$ cat src/rtl/pipe_flush_pkg.sv
package pipe_flush_pkg;

    localparam int unsigned NUM_STAGES = 6;
    localparam int unsigned NUM_PROD   = 3;

    typedef enum logic [2:0] {
        ST_FETCH  = 3'd0,
        ST_DECODE = 3'd1,
        ST_REGRD  = 3'd2,
        ST_EXE1   = 3'd3,
        ST_EXE2   = 3'd4,
        ST_WBACK  = 3'd5
    } stage_e;

    typedef enum logic [1:0] {
        MEM_NONE  = 2'b00,
        MEM_LOAD  = 2'b01,
        MEM_STORE = 2'b10
    } mem_kind_e;

    typedef enum logic [1:0] {
        CAUSE_NONE = 2'd0,
        CAUSE_RAW  = 2'd1,
        CAUSE_JUMP = 2'd2,
        CAUSE_PORT = 2'd3
    } cause_e;

    localparam logic [NUM_STAGES-1:0] MASK_FRONT   = 6'b000111;
    localparam logic [NUM_STAGES-1:0] MASK_TO_EXE1 = 6'b001111;

endpackage

$ cat src/rtl/pipe_valid_chain.sv
module pipe_valid_chain
    import pipe_flush_pkg::*;
#(
    parameter int unsigned N = NUM_STAGES
) (
    input  logic         clk_i,
    input  logic         rst_ni,
    input  logic         fetch_req_i,
    input  logic [N-1:0] flush_i,
    output logic [N-1:0] valid_o
);

    logic [N-1:0] valid_q;

    always_ff @(posedge clk_i or negedge rst_ni) begin
        if (!rst_ni) begin
            valid_q <= '0;
        end else begin
            valid_q <= {valid_q[N-2:0] & ~flush_i[N-2:0], fetch_req_i};
        end
    end

    assign valid_o = valid_q;

    // a new fetch bit appears one edge after it is requested
    p_fetch_enters_r1: assert property (@(posedge clk_i) disable iff (!rst_ni)
        1'b1 |=> (valid_q[0] == $past(fetch_req_i)));

    // a flushed execute-1 instruction never reaches execute 2
    p_flushed_gone_r1: assert property (@(posedge clk_i) disable iff (!rst_ni)
        flush_i[ST_EXE1] |=> !valid_q[ST_EXE2]);

endmodule

$ cat src/rtl/pipe_scoreboard.sv
module pipe_scoreboard
    import pipe_flush_pkg::*;
#(
    parameter int unsigned REG_W = 5,
    localparam int unsigned NREG = 1 << REG_W
) (
    input  logic [NUM_PROD-1:0] prod_valid_i,
    input  logic [NUM_PROD-1:0] prod_wen_i,
    input  logic [REG_W-1:0]    prod_rd_i [NUM_PROD],
    output logic [NREG-1:0]     pending_o
);

    for (genvar r = 0; r < NREG; r++) begin : g_reg
        if (r == 0) begin : g_zero
            assign pending_o[r] = 1'b0;
        end else begin : g_track
            always_comb begin
                pending_o[r] = 1'b0;
                for (int p = 0; p < NUM_PROD; p++) begin
                    if (prod_valid_i[p] && prod_wen_i[p] &&
                        (prod_rd_i[p] == REG_W'(r))) begin
                        pending_o[r] = 1'b1;
                    end
                end
            end
        end
    end

endmodule

$ cat src/rtl/pipe_hazard_arbiter.sv
module pipe_hazard_arbiter
    import pipe_flush_pkg::*;
#(
    parameter int unsigned REG_W = 5,
    parameter int unsigned XLEN  = 32,
    localparam int unsigned NREG = 1 << REG_W
) (
    input  logic [NUM_STAGES-1:0] valid_i,
    input  logic [NREG-1:0]       pending_i,
    input  logic [REG_W-1:0]      rs1_idx_i,
    input  logic                  rs1_used_i,
    input  logic [REG_W-1:0]      rs2_idx_i,
    input  logic                  rs2_used_i,
    input  logic [XLEN-1:0]       pc_rr_i,
    input  logic                  ex1_jump_i,
    input  logic [XLEN-1:0]       ex1_jump_off_i,
    input  logic [XLEN-1:0]       pc_ex1_i,
    input  logic [1:0]            ex1_mem_i,
    input  logic [1:0]            ex2_mem_i,
    output logic [NUM_STAGES-1:0] flush_o,
    output logic                  redirect_valid_o,
    output logic [XLEN-1:0]       redirect_pc_o
);

    logic   raw_hit;
    logic   jump_hit;
    logic   port_hit;
    cause_e cause;

    assign raw_hit  = valid_i[ST_REGRD] &&
                      ((rs1_used_i && pending_i[rs1_idx_i]) ||
                       (rs2_used_i && pending_i[rs2_idx_i]));
    assign jump_hit = valid_i[ST_EXE1] && ex1_jump_i;
    assign port_hit = valid_i[ST_EXE1] && valid_i[ST_EXE2] &&
                      (ex1_mem_i == MEM_LOAD) && (ex2_mem_i == MEM_STORE);

    // oldest originating stage first
    always_comb begin
        if (port_hit)      cause = CAUSE_PORT;
        else if (jump_hit) cause = CAUSE_JUMP;
        else if (raw_hit)  cause = CAUSE_RAW;
        else               cause = CAUSE_NONE;
    end

    always_comb begin
        unique case (cause)
            CAUSE_PORT: begin
                flush_o          = MASK_TO_EXE1;
                redirect_valid_o = 1'b1;
                redirect_pc_o    = pc_ex1_i;
            end
            CAUSE_JUMP: begin
                flush_o          = MASK_FRONT;
                redirect_valid_o = 1'b1;
                redirect_pc_o    = pc_ex1_i + ex1_jump_off_i;
            end
            CAUSE_RAW: begin
                flush_o          = MASK_FRONT;
                redirect_valid_o = 1'b1;
                redirect_pc_o    = pc_rr_i;
            end
            default: begin
                flush_o          = '0;
                redirect_valid_o = 1'b0;
                redirect_pc_o    = '0;
            end
        endcase
    end

    always_comb begin
        // any flush always clears the three front stages
        p_front_cleared_r3: assert (flush_o == '0 || flush_o[2:0] == 3'b111);
        // restart is offered exactly when something is flushed
        p_redirect_pairs_r8: assert (redirect_valid_o == (flush_o != '0));
    end

endmodule

$ cat src/rtl/pipe_flush_ctrl.sv
module pipe_flush_ctrl
    import pipe_flush_pkg::*;
#(
    parameter int unsigned REG_W = 5,
    parameter int unsigned XLEN  = 32
) (
    input  logic                  clk_i,
    input  logic                  rst_ni,
    input  logic                  fetch_req_i,
    output logic [NUM_STAGES-1:0] stage_valid_o,
    input  logic [REG_W-1:0]      rs1_idx_i,
    input  logic                  rs1_used_i,
    input  logic [REG_W-1:0]      rs2_idx_i,
    input  logic                  rs2_used_i,
    input  logic [XLEN-1:0]       pc_rr_i,
    input  logic [REG_W-1:0]      ex1_rd_i,
    input  logic                  ex1_wen_i,
    input  logic [1:0]            ex1_mem_i,
    input  logic                  ex1_jump_i,
    input  logic [XLEN-1:0]       ex1_jump_off_i,
    input  logic [XLEN-1:0]       pc_ex1_i,
    input  logic [REG_W-1:0]      ex2_rd_i,
    input  logic                  ex2_wen_i,
    input  logic [1:0]            ex2_mem_i,
    input  logic [REG_W-1:0]      wb_rd_i,
    input  logic                  wb_wen_i,
    output logic [NUM_STAGES-1:0] flush_o,
    output logic                  redirect_valid_o,
    output logic [XLEN-1:0]       redirect_pc_o
);

    localparam int unsigned NREG = 1 << REG_W;

    logic [NUM_STAGES-1:0] valid;
    logic [NUM_STAGES-1:0] flush;
    logic [NREG-1:0]       pending;
    logic [REG_W-1:0]      prod_rd [NUM_PROD];

    assign prod_rd[0] = ex1_rd_i;
    assign prod_rd[1] = ex2_rd_i;
    assign prod_rd[2] = wb_rd_i;

    pipe_valid_chain #(.N(NUM_STAGES)) u_chain (
        .clk_i       (clk_i),
        .rst_ni      (rst_ni),
        .fetch_req_i (fetch_req_i),
        .flush_i     (flush),
        .valid_o     (valid)
    );

    pipe_scoreboard #(.REG_W(REG_W)) u_board (
        .prod_valid_i (valid[ST_WBACK:ST_EXE1]),
        .prod_wen_i   ({wb_wen_i, ex2_wen_i, ex1_wen_i}),
        .prod_rd_i    (prod_rd),
        .pending_o    (pending)
    );

    pipe_hazard_arbiter #(.REG_W(REG_W), .XLEN(XLEN)) u_arb (
        .valid_i          (valid),
        .pending_i        (pending),
        .rs1_idx_i        (rs1_idx_i),
        .rs1_used_i       (rs1_used_i),
        .rs2_idx_i        (rs2_idx_i),
        .rs2_used_i       (rs2_used_i),
        .pc_rr_i          (pc_rr_i),
        .ex1_jump_i       (ex1_jump_i),
        .ex1_jump_off_i   (ex1_jump_off_i),
        .pc_ex1_i         (pc_ex1_i),
        .ex1_mem_i        (ex1_mem_i),
        .ex2_mem_i        (ex2_mem_i),
        .flush_o          (flush),
        .redirect_valid_o (redirect_valid_o),
        .redirect_pc_o    (redirect_pc_o)
    );

    assign stage_valid_o = valid;
    assign flush_o       = flush;

    // with register read and execute 1 both empty nothing can flush
    p_idle_quiet_r6: assert property (@(posedge clk_i) disable iff (!rst_ni)
        (!valid[ST_REGRD] && !valid[ST_EXE1]) |-> (flush == '0));

    // a load behind a store always reaches back into execute 1
    p_port_reach_r5: assert property (@(posedge clk_i) disable iff (!rst_ni)
        (valid[ST_EXE1] && valid[ST_EXE2] && ex1_mem_i == MEM_LOAD &&
         ex2_mem_i == MEM_STORE) |-> (flush[ST_EXE1] && redirect_pc_o == pc_ex1_i));

    // a write-back-only producer to register 0 never blocks a read of 0
    p_zero_free_r2: assert property (@(posedge clk_i) disable iff (!rst_ni)
        (valid[ST_REGRD] && !valid[ST_EXE1] && !valid[ST_EXE2] &&
         rs1_used_i && !rs2_used_i && rs1_idx_i == '0) |-> (flush == '0));

endmodule

$ cat config.mk
export PLATFORM = sky130hd
export DESIGN_NAME = pipe_flush_ctrl
export DESIGN_NICKNAME = d
export VERILOG_FILES = /design/src/rtl/pipe_flush_pkg.sv /design/src/rtl/pipe_valid_chain.sv /design/src/rtl/pipe_scoreboard.sv /design/src/rtl/pipe_hazard_arbiter.sv /design/src/rtl/pipe_flush_ctrl.sv
export SDC_FILE = /design/constraint.sdc
export NUM_CORES = 1
export LEC_CHECK = 0
export ABC_CLOCK_PERIOD_IN_PS = 8650
export CORE_MARGIN = 5
export CORE_UTILIZATION = 40
export CTS_CLUSTER_SIZE = 14
export DETAILED_ROUTE_END_ITERATION = 12
export PLACE_DENSITY = 0.81
export SETUP_SLACK_MARGIN = 0.4
export SYNTH_ARGS = -nofsm -noshare
export SYNTH_HDL_FRONTEND = slang
export SYNTH_HIERARCHICAL = 1
export SYNTH_SLANG_ARGS = --single-unit
$ cat constraint.sdc
create_clock -name clk_i -period 8.65 [get_ports clk_i]
set_input_delay 1.73 -clock clk_i [delete_from_list [all_inputs] [get_ports clk_i]]
set_output_delay 1.73 -clock clk_i [all_outputs]
set_load 0.01 [all_outputs]
==> results.yml, run 1 <==
synthesis:
  yosys.area_share.adder_pct: 10.7
  muxShareOfSynthArea_pct: 13.2
  synth_most_common_cell: "nor2_1"
  synth-edff-count: 0
  ys.warnings.count: 6
  synth_top_area_cell: "mux4_2"
  synth_xor_area_share_pct: 6.45
  synthFlopType: "dfrtp_1"
  synth_simple_gate_area_share_pct: 29.3
  synth_commonest_cells: "nor2_1, nand2_1, a21oi_1, ha_1, nand3_1"
  ys_seq_elements: 6
  synthCells: 502
  synth_area_leaders: "mux4_2, ha_1, nor2_1"
  async_reset_ff_share_pct: 100
  syn_area_per_cell_um2: 7.58
  ys_seq_area_share_pct: 3.95
  syn_area_um2: 3800
  yosys.area.top_type_share_pct: 11.8
  synth_cell_types: 70
  synth_top_family_by_area: "simple AND/OR/NAND/NOR gates"
  synth_compound_area_share_pct: 29.2
clock_network:
  clk_pin_slew_worst_paths_ns: 0.03
  cts-htree-levels: 1
  root_buffer: "clkbuf_8"
  cts.sinks: 6
  cts_buffers: 3
  ctsResizeCount: 0
  postCtsSetupBuffers: 0
  cts_buffer_depth: 2
  tritoncts: "built"
  ctsHoldBuffers: 0
  worstSkewPairLatency_ns: 0.22
worst_setup_path:
  worstRegToRegCells: 10
  crit_fanout: 17
  cp_data_arrival_time_ns: 5.99
  path_class: "in -> out"
  crit_path_end_kind: "output port"
  cp-start-kind: "input pin"
  crit_required_ns: 6.92
routing:
  vias: 4792
  wl_per_cell_um: 19.8
  ant_nets: 0
  viasPerCell: 6.18
  drc: 0
  first_iter_violations: 350
  wl_um: 15400
  first_pass_iters: 7
layout:
  drive_gt1_share_pct: 7.57
  layout.nets: 815
  largest_reg_flops: 6
  regArea_um2: 150
  fin_area_um2: 5570
  multi_input_area_um2: 3400
  utilization_pct: 60.2
  fill_cells: 829
  insertedDiodeCount: 0
  area_growth_pct: 46.3
  final_cells: 776
flow_run:
  maxCapViolCount: 0
timing:
  skew_ns: 0.00100
  maxSlewViolCount: 0
  rsz0062_at_grt: "false"
  fin_crit_sh_pct: 89.3
  hold_viol: 0
  worst_pin_slew_ns: 0.738
  finalSetupTns_ns: 0
  slew_headroom_pct: 50.1
  period_needed_ns: 7.72
  setup_viol_count_final: 0
  clock.fmax_ghz: 0.130
power_and_ir_drop:
  power.switching_mw: 0.157
  p_total_mw: 0.377
  pwr-share-comb_pct: 80.2
  p_int_mw: 0.220
  ir_drop_uv: 50.4
  clkPwrFrac_pct: 10.7
  leakage_nw: 2.15
  switching_share_pct: 41.6
  seq_power_share_pct: 9.1
  powerDensity_nw_per_um2: 67.8
hold_path:
  holdPathStages: 1
  min_path_type: "reg -> reg"
floorplanning:
  fp-row-count: 35
  die_area_um2: 11600
  ioPinCount: 179
  die_w_um: 108
  initial_core_util_pct: 41.2
  fp.dieH_um: 108
  coreArea_um2: 9240
global_routing:
  antenna_found_initial: 0
  globalRoute.totalOverflow: 0
  globalRouteTotalUtil_pct: 25.3
  grt_pass1_vias: 4918
  grt_max_degree: 39
  grt_pass1_wl_um: 24100
place:
  dp.cells: 773
  hpwl_um: 12700
  io_buffers: 176
  place_area_um2: 5520
  place_congestion: 0.960
status:
  outcome: "completed"
worst paths after layout:
| check | from | endpoint | slack, ns |
|---|---|---|---|
| max in group asynchronous | rst_ni | u_chain/valid_o[3] | 6.70 |
| worst min register to register | u_chain/valid_o[0] | u_chain/valid_o[1] | 0.50 |
| worst max-delay path | wb_rd_i[3] | redirect_pc_o[7] | 0.93 |
| min in group asynchronous | rst_ni | u_chain/valid_o[5] | 1.75 |
| worst max register to register | u_chain/valid_o[3] | u_chain/valid_o[2] | 5.21 |
| worst min-delay path | u_chain/valid_o[0] | u_chain/valid_o[1] | 0.50 |
area by class of cell:
| class | instances | share of cell area [%] |
|---|---|---|
| Sequential cell | 6 | 2.70 |
| Inverter | 8 | 0.540 |
| Timing Repair Buffer | 179 | 32.1 |
| Multi-Input combinational cell | 451 | 61.1 |
| Tap cell | 129 | 2.90 |
| Clock buffer | 3 | 0.742 |
stage by stage:
| step | worst slack, ns | hold slack (ns) |
|---|---|---|
| 2_1_floorplan | 2.50 | 0.546 |
| 3_3_place_gp | 1.06 | 0.489 |
| 3_5_place_dp | 0.972 | 0.502 |
| 4_1_cts | 0.961 | 0.509 |
| 5_1_grt | 0.676 | 0.532 |
| 6_report | 0.928 | 0.502 |
layout by cell type, fill, tap and decap left out, types with 5 or more instances in the layout:
cell	instances
o21bai_1	5
and3_1	11
inv_1	7
a21oi_1	31
o221ai_1	23
mux4_2	20
o211ai_1	10
clkdlybuf4s50_1	176
nand2_1	32
a221oi_1	22
xor2_1	10
a21o_1	16
xnor2_1	18
nor2_1	61
nand3_1	27
nand2b_1	7
nor2b_4	5
dfrtp_1	6
nand4_1	15
ha_1	31
o21ai_1	5
nor2b_1	10
o21ai_0	13
a31oi_1	7
nor3_1	8
critical path, cell delays in order:
cell	delay, ns
clkdlybuf4s50_1	0.66
nor2b_2	0.32
nand3_1	0.13
o221ai_1	0.15
mux4_2	0.49
mux4_2	0.48
mux2_2	0.27
a22o_1	0.27
nand2_1	0.14
nor2_2	0.14
buf_4	0.26
a221oi_1	0.36
nor2_1	0.08
clkdlybuf4s50_1	0.51
layer usage:
metal  vias up  GRT usage [%]  wire length [µm]
met4         0           6.13               303
met5         -              0                 0
met1      2224           31.1              5960
met2       294           44.6              7570
met3        30           5.70              1540
li1       2244              -                 -
power groups by stage:
stage	logic [mW]	clock network, mW	registers [mW]
6_report	0.302	0.0405	0.0344
5_1_grt	0.326	0.0448	0.0350
4_1_cts	0.300	0.0423	0.0345
3_5_place_dp	0.298	0	0.0349
3_3_place_gp	0.294	0	0.0346
2_1_floorplan	0.163	0	0.0348
logic make-up after synthesis:
family | count (synthesis)
AO/OA/AOI/OAI | 155
adder cells (fa/ha/maj) | 32
AND/OR/NAND/NOR | 208
other | 2
XOR/XNOR | 28
buffers and inverters | 46
multiplexers | 25
flip-flops | 6
Note: power is estimated with default switching activity, not from simulation.
==> run 2: changes to the inputs <==
Settings changed: CAP_MARGIN from default to 20.
==> results of run 2 <==
No change in the layout: final DEF, timing and power equal those of run 1.
==> run 3: changes to the inputs <==
Settings changed: CTS_BUF_LIST from default to sky130_fd_sc_hd__clkbuf_8, PLACE_DENSITY 0.81 to 0.78, SYNTH_HIERARCHICAL 1 to default.
==> run 3 against run 2 <==
Compared with the run above: routed wire length increased by 27%; design area increased by 12%; register-to-register slack got worse by 0.15 ns; sequential cell count unchanged; largest power group unchanged.
==> results.yml, run 3 <==
synthesis:
  synthFlopType: "dfrtp_1"
  async_reset_ff_share_pct: 100
  ys.warnings.count: 0
  syn_area_um2: 4490
  yosys.area.top_type_share_pct: 8.64
  synth_area_leaders: "ha_1, a21oi_1, nor2_1"
  synthCells: 655
  syn_area_per_cell_um2: 6.85
  synth_cell_types: 76
  synth_top_area_cell: "ha_1"
  synth_commonest_cells: "nor2_1, a21oi_1, nand2_1"
  yosys.area_share.adder_pct: 9.09
  synth_simple_gate_area_share_pct: 32.7
  synth_compound_area_share_pct: 39.6
  ys_seq_area_share_pct: 3.35
  synth_top_family_by_area: "compound AO/OA/AOI/OAI gates"
  synth-edff-count: 0
  synth_xor_area_share_pct: 3.90
  muxShareOfSynthArea_pct: 3.46
  ys_seq_elements: 6
  synth_most_common_cell: "nor2_1"
routing:
  vias: 6126
  drc: 0
  first_pass_iters: 6
  first_iter_violations: 692
  wl_um: 19500
  wl_per_cell_um: 21.0
  viasPerCell: 6.59
  ant_nets: 0
global_routing:
  met2_usage_pct: 46.2
  grt_max_degree: 47
  grtUsageMet1_pct: 37.1
  antenna_found_initial: 0
  globalRoute.totalOverflow: 0
  met3_usage_pct: 3.92
  busiest_layer: "met2"
  globalRouteTotalUtil_pct: 27.6
  grt_pass1_vias: 5880
  grt_pass1_wl_um: 30500
worst_setup_path:
  crit_required_ns: 6.92
  path_class: "in -> out"
  crit_path_end_kind: "output port"
  reg2reg_slack_ns: 5.06
  worstRegToRegCells: 8
  crit_fanout: 18
  critPathLaunch: "wb_rd_i[1]"
  cp_data_arrival_time_ns: 6.03
  cp-start-kind: "input pin"
  r2r-start: "u_chain.valid_o[5]"
  worstReg2RegEnd: "u_chain.valid_o[2]"
timing:
  period_needed_ns: 7.76
  slew_headroom_pct: 42.2
  fin_ws_ns: 0.893
  worst_pin_slew_ns: 0.866
  maxSlewViolCount: 0
  whs_ns: 0.509
  finalSetupTns_ns: 0
  clock.fmax_ghz: 0.129
  fin_crit_sh_pct: 89.7
  rsz0062_at_grt: "false"
  skew_ns: 0.000233
  setup_viol_count_final: 0
  hold_viol: 0
clock_network:
  ctsHoldBuffers: 0
  ctsResizeCount: 0
  clk_pin_slew_worst_paths_ns: 0.04
  cts-htree-levels: 1
  root_buffer: "clkbuf_8"
  postCtsSetupBuffers: 0
  cts_buffers: 3
  cts.sinks: 6
  worstSkewPairLatency_ns: 0.22
  cts_buffer_depth: 2
  tritoncts: "built"
place:
  place_area_um2: 6190
  place_ws_ns: 0.923
  io_buffers: 176
  dp.cells: 926
  hpwl_um: 15700
  place_congestion: 0.971
floorplanning:
  die_w_um: 116
  die_area_um2: 13400
  fp-row-count: 38
  initial_core_util_pct: 41.0
  fp.dieH_um: 116
  coreArea_um2: 10900
  ioPinCount: 179
status:
  outcome: "completed"
layout:
  largest_reg_flops: 6
  final_common_cell: "clkdlybuf4s50_1"
  area_growth_pct: 38.9
  layout.nets: 957
  drive_gt1_share_pct: 4.56
  final_cells: 929
  fin_area_um2: 6230
  insertedDiodeCount: 0
  utilization_pct: 57.0
  layout_common_cells: "clkdlybuf4s50_1, nor2_1, a21oi_1"
hold_path:
  holdPathStages: 1
  whs_endpoint: "u_chain.valid_o[1]"
  min_path_type: "reg -> reg"
  min_from: "u_chain.valid_o[0]"
flow_run:
  maxCapViolCount: 0
power_and_ir_drop:
  ir_drop_uv: 58.6
  powerDensity_nw_per_um2: 74.3
  p_total_mw: 0.463
  leakage_nw: 2.20
-- run 3: cell types whose count changed after synthesis, sizes merged, moves of 12 or more --
cell,previous run,this run
mux4,20,6
nor2,64,86
a221oi,23,8
o211ai,10,33
a21oi,31,68
o22ai,0,17
nor3,8,20
o221ai,23,2
nand3,28,13
a211oi,4,24
-- run 3: worst max-delay path by stage --
stage | slack [ns] | to
after floorplan | 2.65 | redirect_pc_o[30]
after global placement | 0.93 | redirect_pc_o[23]
after detailed placement | 0.92 | redirect_pc_o[22]
after CTS | 0.92 | redirect_pc_o[22]
after global routing | 0.72 | redirect_pc_o[19]
final | 0.89 | redirect_pc_o[22]
-- run 3: kinds of logic after synthesis --
group | count (synthesis)
AOI/OAI and AO/OA | 254
xor gates and xnor gates | 20
adders and majority gates | 32
buffers and inverters | 69
DFF | 6
muxes | 8
other | 1
and+or+nand+nor | 265
-- run 3: final cells by class --
cell class / count / area [µm²]
Sequential cell: 6 / 150
Clock buffer: 3 / 41.3
Multi-Input combinational cell: 581 / 4000
Fill cell: 1039 / 4700
Tap cell: 140 / 175
Inverter: 17 / 63.8
Timing Repair Buffer: 182 / 1810
-- run 3: layer usage --
metal	vias up	wire length, µm
li1	2845	-
met1	2875	7950
met2	362	9310
met3	44	1750
met4	0	520
met5	-	0
-- run 3: worst max-delay path: stages --
cell	delay, ns
clkdlybuf4s50_1	0.47
nand3_1	0.42
or4_1	0.68
and3_1	0.19
mux4_2	0.45
nand3b_1	0.11
nand4_1	0.17
a31oi_4	0.54
buf_4	0.34
o211ai_1	0.13
a21oi_1	0.20
clkdlybuf4s50_1	0.58
-- run 3: power breakdown --
group | total [mW] | switching, mW | internal [mW]
sequential | 0.0401 | 0.00758 | 0.0325
clock | 0.0420 | 0.0121 | 0.0299
combinational | 0.381 | 0.194 | 0.187
total | 0.463 | 0.214 | 0.249
